`src/rtl/punct_codec.sv`:
```
module punct_codec #(
  parameter int             N     = 8,
  parameter logic [N-1:0]   PAT   = 8'b1101_0110,
  parameter int             W     = 3,
  parameter logic [W-1:0]   ERASE = 3'b100,
  localparam int            K     = $countones(PAT)
) (
  input  logic             clk,
  input  logic             rst_n,
  input  logic             punc_vld_i,
  input  logic [N-1:0]     punc_bits_i,
  output logic             punc_vld_o,
  output logic [K-1:0]     punc_bits_o,
  input  logic             dep_vld_i,
  input  logic [K*W-1:0]   dep_syms_i,
  output logic             dep_vld_o,
  output logic [N*W-1:0]   dep_syms_o
);

  // pattern position of the slot-th kept entry, counted from the top
  function automatic int src_pos(int slot);
    int seen;
    seen = 0;
    src_pos = 0;
    for (int p = N - 1; p >= 0; p--)
      if (PAT[p]) begin
        if (seen == slot) src_pos = p;
        seen++;
      end
  endfunction

  // number of kept positions above pos
  function automatic int rank_of(int pos);
    rank_of = 0;
    for (int p = N - 1; p > pos; p--)
      if (PAT[p]) rank_of++;
  endfunction

  logic [K-1:0]   punc_nxt;
  logic [N*W-1:0] dep_nxt;

  for (genvar j = 0; j < K; j++) begin : g_pack
    localparam int SRC = src_pos(j);
    assign punc_nxt[K-1-j] = punc_bits_i[SRC];
  end

  for (genvar p = 0; p < N; p++) begin : g_fill
    if (PAT[p]) begin : g_keep
      localparam int SLOT = K - 1 - rank_of(p);
      assign dep_nxt[p*W +: W] = dep_syms_i[SLOT*W +: W];
    end else begin : g_hole
      assign dep_nxt[p*W +: W] = ERASE;
    end
  end

  always_ff @(posedge clk) begin
    if (!rst_n) begin
      punc_vld_o  <= 1'b0;
      punc_bits_o <= '0;
      dep_vld_o   <= 1'b0;
      dep_syms_o  <= '0;
    end else begin
      punc_vld_o <= punc_vld_i;
      dep_vld_o  <= dep_vld_i;
      if (punc_vld_i) punc_bits_o <= punc_nxt;
      if (dep_vld_i)  dep_syms_o  <= dep_nxt;
    end
  end

endmodule


```
`config.mk`:
```
export PLATFORM = sky130hd
export DESIGN_NAME = punct_codec
export DESIGN_NICKNAME = d
export VERILOG_FILES = /design/src/rtl/punct_codec.sv
export SDC_FILE = /design/constraint.sdc
export NUM_CORES = 1
export LEC_CHECK = 0
export ABC_AREA = 1
export BUFFER_PORTS_ARGS = -buffer_cell sky130_fd_sc_hd__buf_4
export CORE_ASPECT_RATIO = 0.7
export CORE_UTILIZATION = 42
export CTS_CLUSTER_SIZE = 28
export DETAILED_ROUTE_END_ITERATION = 12
export HOLD_SLACK_MARGIN = 0.02
export PLACE_DENSITY = 0.78
export SLEW_MARGIN = 25
export SYNTH_ARGS = -nofsm -noshare
export SYNTH_HDL_FRONTEND = slang
export SYNTH_SLANG_ARGS = --single-unit
```
`constraint.sdc`:
```
create_clock -name clk -period 0.85 [get_ports clk]
set_clock_uncertainty 0.1 [all_clocks]
set_input_delay 0.085 -clock clk [delete_from_list [all_inputs] [get_ports clk]]
set_output_delay 0.085 -clock clk [all_outputs]
set_load 0.01 [all_outputs]
```
==> flow_summary.json, run 1 <==
{
  "synth_compound_area_frac": 0,
  "place.gp.congestion": 0.6218,
  "max_freq_mhz": 1008,
  "crit_buf_inv": 1,
  "status": "complete, but fails checks",
  "slowest_stage": "dfxtp_4",
  "clk_pin_slew_ns": 0.12,
  "portBuffers": 48,
  "hold_class": "in2reg",
  "timing_hold_violations_final": 1,
  "fin_cells": 242,
  "start_kind": "flip-flop",
  "cp_cell_sequence": "buf_6",
  "antenna_found_initial": 0,
  "layout.nets": 238,
  "cts_sinks": 23,
  "synthAdderAreaFrac": 0,
  "cts_buffers": 3,
  "htreeDepth": 1,
  "synth_top_family_by_area": "simple AND/OR/NAND/NOR gates",
  "wire_per_inst_um": 10.27,
  "end_kind": "output pin",
  "synth.area.mux_share": 0,
  "n_antenna_cell": 0,
  "met2_length_mm": 1.287,
  "synth_cell_type_count": 9,
  "drv_cap": 0,
  "rsz0062_at_grt": "true",
  "setup_viol_count_final": 25,
  "ctsHoldBuffers": 21,
  "rows": 14,
  "cts_tree": "built",
  "pre_cts_slack_ns": 0.04733,
  "worst-setup-path-type": "reg2out",
  "netlist_area_um2": 974.7,
  "vdd_drop_max_mv": 1.282,
  "clock-root-buffer": "clkbuf_4",
  "utilization": 0.7759,
  "required_ns": 0.66,
  "vias": 998,
  "first_pass_iters": 2,
  "grt_overflow": 0,
  "critPathMaxStageDelay_ns": 0.38,
  "area_delta_synth_final_pct": 72.91,
  "netlist_top_cells_area": "dfxtp_1 (47%), nand2_1 (17%), nor2_1 (15%)",
  "leakage_nw": 0.9757,
  "ant_nets": 0,
  "worstPathArrival_ns": 0.81,
  "synth-seq-cells": 23,
  "grt_pass1_vias": 948,
  "slew_violations": 0,
  "crit_family": "flip-flops",
  "power_density_nw_per_um2": 1373,
  "first_iter_violations": 23,
  "initial_core_util": 0.4487,
  "wl_met1_mm": 1.005,
  "dp_hpwl_mm": 1.411,
  "dieArea_um2": 2521,
  "die_h_um": 42.31,
  "grt_pass1_wl_mm": 3.960,
  "holdWs_ns": -0.001117,
  "wl_met3_um": 177,
  "die_x_um": 59.58,
  "grt_start_max_net_pins": 32,
  "ys_warn_count": 0,
  "ioPinCount": 58,
  "synth.largest_area_cell": "dfxtp_1",
  "period_share": 1.167,
  "wl_mm": 2.485,
  "clock_latency_ns": 0.31,
  "synth_xor_area_frac": 0,
  "violations": "hold timing, setup timing",
  "placed_cells": 215,
  "avgViaCountPerCell": 4.124,
  "core_area_um2": 2172,
  "post-route-min-period_ns": 0.9919,
  "critical_path.max_fanout": 4,
  "ys_seq_area_frac": 0.4724,
  "syn_area_per_cell_um2": 6.769,
  "grt_use_total": 0.2164,
  "timing.final.ws_setup_ns": -0.1419,
  "drive_gt1_frac": 0.3714,
  "yosysTopAreaCellShare": 0.4724,
  "cts_buffer_depth": 2,
  "post-route-drc-count": 0,
  "synthCells": 144,
  "yosys.area_share.simple": 0.3261,
  "highest_layer": "met4"
}
[routing by layer]
layer	track usage	up-vias
met5	0	-
met4	0.04186	0
met3	0.08642	4
met2	0.4157	37
met1	0.2164	432
li1	-	525
[worst reg2reg max path, stage by stage, from the launching register on]
cell	delay, ns
dfxtp_2	0.34
buf_4	0.13
nor2_2	0.09
nor2_2	0.05
[through the flow]
step	cell area (µm²)	TNS (ns)	power (mW)
6_report	1685	-2.685	2.315
5_1_grt	1685	-3.708	2.452
4_1_cts	1638	-2.805	2.294
3_5_place_dp	1284	0	1.650
3_3_place_gp	1284	0	1.632
2_1_floorplan	993.5	0	1.464
[placed cells by master (no fill, tap or decap)]
| cell type | Yosys | routed |
|---|---|---|
| dfxtp_2 | 0 | 21 |
| dfxtp_4 | 0 | 1 |
| clkbuf_4 | 0 | 3 |
| dlymetal6s4s_1 | 0 | 7 |
| conb_1 | 1 | 6 |
| dfxtp_1 | 23 | 1 |
| buf_4 | 11 | 24 |
| nor2_1 | 39 | 37 |
| nor2_2 | 1 | 3 |
| nand2_1 | 44 | 44 |
| clkbuf_1 | 0 | 1 |
| buf_6 | 2 | 26 |
| inv_1 | 22 | 22 |
| dlygate4sd3_1 | 0 | 14 |
[report_power, final]
part           internal (mW)  switching (mW)  leakage, nW
clock                  0.184           0.320       0.0150
sequential              1.17          0.0543        0.198
combinational          0.351           0.240        0.763
[cells by family after synthesis]
logic type             Yosys count
buffers and inverters           36
DFF                             23
and+or+nand+nor                 84
other                            1
[sequential cells by signal, summed over array words and instances, names as in the netlist]
name	flops
dep_vld_o	1
punc_bits_o	5
dep_syms_o	16
punc_vld_o	1
[path summary, 6_finish.rpt]
path | start | endpoint | slack (ns) | depth (start not counted)
setup / recovery | dep_syms_o[17] | dep_syms_o[2] | -0.14 | 1
hold / removal | rst_n | punc_bits_o[3] | -0.001 | 3
setup reg to reg | dep_syms_o[22] | dep_syms_o[22] | 0.05 | 3
hold reg to reg | punc_bits_o[3] | punc_bits_o[3] | 0.38 | 2
[cells in the mapped netlist]
| cell type | n |
|---|---|
| nand2_1 | 44 |
| nor2_2 | 1 |
| inv_1 | 22 |
| conb_1 | 1 |
| buf_6 | 2 |
| buf_2 | 1 |
| dfxtp_1 | 23 |
| nor2_1 | 39 |
| buf_4 | 11 |
[area by class of cell]
class / instances / area, µm²
Timing Repair Buffer: 71 / 700.7
Sequential cell: 23 / 490.5
Fill cell: 176 / 486.7
Multi-Input combinational cell: 90 / 345.3
Inverter: 22 / 82.58
Tap cell: 32 / 40.04
Clock buffer: 4 / 26.28
[repair_timing]
item / in CTS / in global routing
hold endpoints to repair: 21 / 18
cloned: 0 / 0
setup buffers: 1 / 1
gates resized for setup: 44 / 14
endpoints found under the setup margin: 25 / 36
Note: power is estimated with default switching activity, not from simulation.
==> run 2: changes to the inputs <==
--- a/config.mk
+++ b/config.mk
@@ -7,12 +7,15 @@
 export LEC_CHECK = 0
 export ABC_AREA = 1
 export BUFFER_PORTS_ARGS = -buffer_cell sky130_fd_sc_hd__buf_4
+export CELL_PAD_IN_SITES_DETAIL_PLACEMENT = 0
+export CELL_PAD_IN_SITES_GLOBAL_PLACEMENT = 1
 export CORE_ASPECT_RATIO = 0.7
-export CORE_UTILIZATION = 42
+export CORE_MARGIN = 2
+export CORE_UTILIZATION = 27
 export CTS_CLUSTER_SIZE = 28
 export DETAILED_ROUTE_END_ITERATION = 12
 export HOLD_SLACK_MARGIN = 0.02
-export PLACE_DENSITY = 0.78
+export PLACE_DENSITY_LB_ADDON = 0.1
 export SLEW_MARGIN = 25
 export SYNTH_ARGS = -nofsm -noshare
 export SYNTH_HDL_FRONTEND = slang
==> run 2 against run 1 <==
The flow finishes with violations (setup timing). Global-route usage down 11 points. Final area decreased by 12%. Sequential cell count unchanged. Via count fell by 13%. Register-to-register slack better by 0.11 ns. Critical path depth unchanged. Power is 2.1% higher. Cell count shrank 1.7%. Utilization down 35 points. Fmax increased by 7.4%. Clock power up 31%.
==> flow_summary.json, run 2 (synthesis gave the netlist of run 1 again) <==
{
  "final_area_um2": 1489,
  "cts_buffers": 3,
  "vdd_drop_max_mv": 0.8560,
  "slowest_stage": "dfxtp_4",
  "cts_buffer_depth": 2,
  "dpl_cell_area_um2": 1306,
  "worstPathArrival_ns": 0.74,
  "final_common_cell": "nand2_1",
  "rr_worst_depth": 2,
  "slew_violations": 0,
  "htreeDepth": 1,
  "clock_latency_ns": 0.25,
  "ioPinCount": 58,
  "required_ns": 0.66,
  "fillers": 356,
  "ctsHoldBuffers": 2,
  "grt_overflow": 0,
  "cts_sinks": 23,
  "hold_depth": 5,
  "fin_cells": 238,
  "p_switching_mw": 0.5902,
  "wire_per_inst_um": 8.513,
  "drv_cap": 0,
  "clock-root-buffer": "clkbuf_8",
  "max_freq_mhz": 1083,
  "rr_startpoint": "dep_syms_o[23]",
  "post-cts-setup-buffers": 0,
  "rr_endpoint": "dep_syms_o[23]",
  "layout.nets": 216,
  "critPathMaxStageDelay_ns": 0.37,
  "hold_class": "in2reg",
  "post-route-drc-count": 0,
  "vias": 872,
  "worst-setup-path-type": "reg2out",
  "grt_use_total": 0.1033,
  "power_density_nw_per_um2": 1588,
  "leakage_nw": 0.8259,
  "rows": 18,
  "end_kind": "output pin",
  "dp_hpwl_mm": 1.390,
  "grt_pass1_wl_mm": 3.077,
  "avgViaCountPerCell": 3.664,
  "start_kind": "flip-flop",
  "timing_hold_violations_final": 0,
  "grt_pass1_vias": 701,
  "portBuffers": 48,
  "min_from": "dep_syms_i[11]",
  "clockPowerShare": 0.280,
  "final_cell_mix": "nand2_1 (44), nor2_1 (39), buf_6 (25)",
  "dieArea_um2": 4114,
  "crit_family": "flip-flops",
  "core_area_um2": 3491,
  "antenna_found_initial": 0,
  "regMostFlops": "dep_syms_o",
  "status": "complete, but fails checks",
  "largest_reg_flops": 16,
  "first_pass_iters": 3,
  "drive_gt1_frac": 0.3936,
  "p_int_mw": 1.774,
  "timing.final.ws_setup_ns": -0.07372,
  "swShare": 0.2497,
  "cts_tree": "built",
  "placed_cells": 233,
  "die_h_um": 54.27,
  "regToRegSetupSlack_ns": 0.16,
  "power_frac_comb": 0.204,
  "clk_pin_slew_ns": 0.08,
  "first_iter_violations": 45,
  "setup-tns-final_ns": -0.9090,
  "rsz0062_at_grt": "true",
  "grt_start_max_net_pins": 32,
  "die_x_um": 75.81,
  "critical_path.max_fanout": 4,
  "area_delta_synth_final_pct": 52.76,
  "initial_core_util": 0.2792,
  "crit_buf_inv": 1,
  "setup_viol_count_final": 25,
  "period_share": 1.087,
  "place.gp.congestion": 0.6735,
  "ant_nets": 0,
  "reg_top3": "dep_syms_o x16, punc_bits_o x5",
  "post-route-min-period_ns": 0.9237,
  "hold_end": "dep_syms_o[20]",
  "cp_cell_sequence": "buf_6",
  "wl_mm": 2.026,
  "violations": "setup timing",
  "n_antenna_cell": 0,
  "p_seq_frac": 0.516
}
run 2: changes by cell type in the layout (fill, tap and decap cells not counted), sizes merged:
cell	delta
dlygate4sd3	-12
buf	-3
dlymetal6s4s	-7
run 2: through the flow:
stage	utilization	setup slack [ns]	total power, mW	hold WS [ns]
after floorplan	-	0.1365	1.464	0.1054
after global placement	0.3742	0.07144	1.642	0.2647
after detailed placement	0.3742	0.06101	1.651	0.2691
after CTS	0.4244	-0.08018	2.406	-0.0009743
after global routing	0.4265	-0.1053	2.519	0.007125
final	0.4265	-0.07372	2.364	0.01013
run 2: tightest hold or removal path, stage by stage:
cell and delay [ns]:
buf_4 0.08, inv_1 0.03, nand2_1 0.04, nand2_1 0.04, nor2_1 0.07
run 2: worst max-delay path by stage:
stage	startpoint	to	depth (start not counted)	slack, ns
floorplan	dep_syms_o[17]	dep_syms_o[11]	1	0.14
global placement	dep_vld_i	dep_syms_o[22]	4	0.07
detailed placement	dep_vld_i	dep_syms_o[23]	4	0.06
CTS	dep_syms_o[17]	dep_syms_o[17]	1	-0.08
global route	dep_syms_o[17]	dep_syms_o[2]	1	-0.11
finish	dep_syms_o[17]	dep_syms_o[11]	1	-0.07
run 2: final cells by class:
type	instances	area, µm²	area share
inverters	22	82.58	0.05546
repair buffers	49	466.7	0.3134
clock buffers	4	45.04	0.03025
multi-input cells	90	340.3	0.2286
well taps	50	62.56	0.04202
flip-flops and latches	23	491.7	0.3303
run 2: routing by layer:
metal / vias to the layer above / GRT usage / share of wire
met5: - / 0 / 0
met4: 0 / 0.03509 / 0.0069
met3: 2 / 0.04420 / 0.085
met2: 30 / 0.1753 / 0.47
met1: 362 / 0.1174 / 0.44
li1: 478 / - / -
run 2: power groups by stage:
stage                     Clock, mW  Sequential [mW]  Combinational [mW]
after floorplan                   0             1.25               0.214
after global placement            0             1.21               0.429
after detailed placement          0             1.22               0.435
after CTS                     0.703             1.22               0.485
after global routing          0.748             1.23               0.540
final                         0.661             1.22               0.483
run 2: timing repair:
item	4_1_cts	5_1_grt
endpoints found under the hold margin	19	1
gates cloned	0	0
endpoints found under the setup margin	25	26
gates resized for setup	44	5
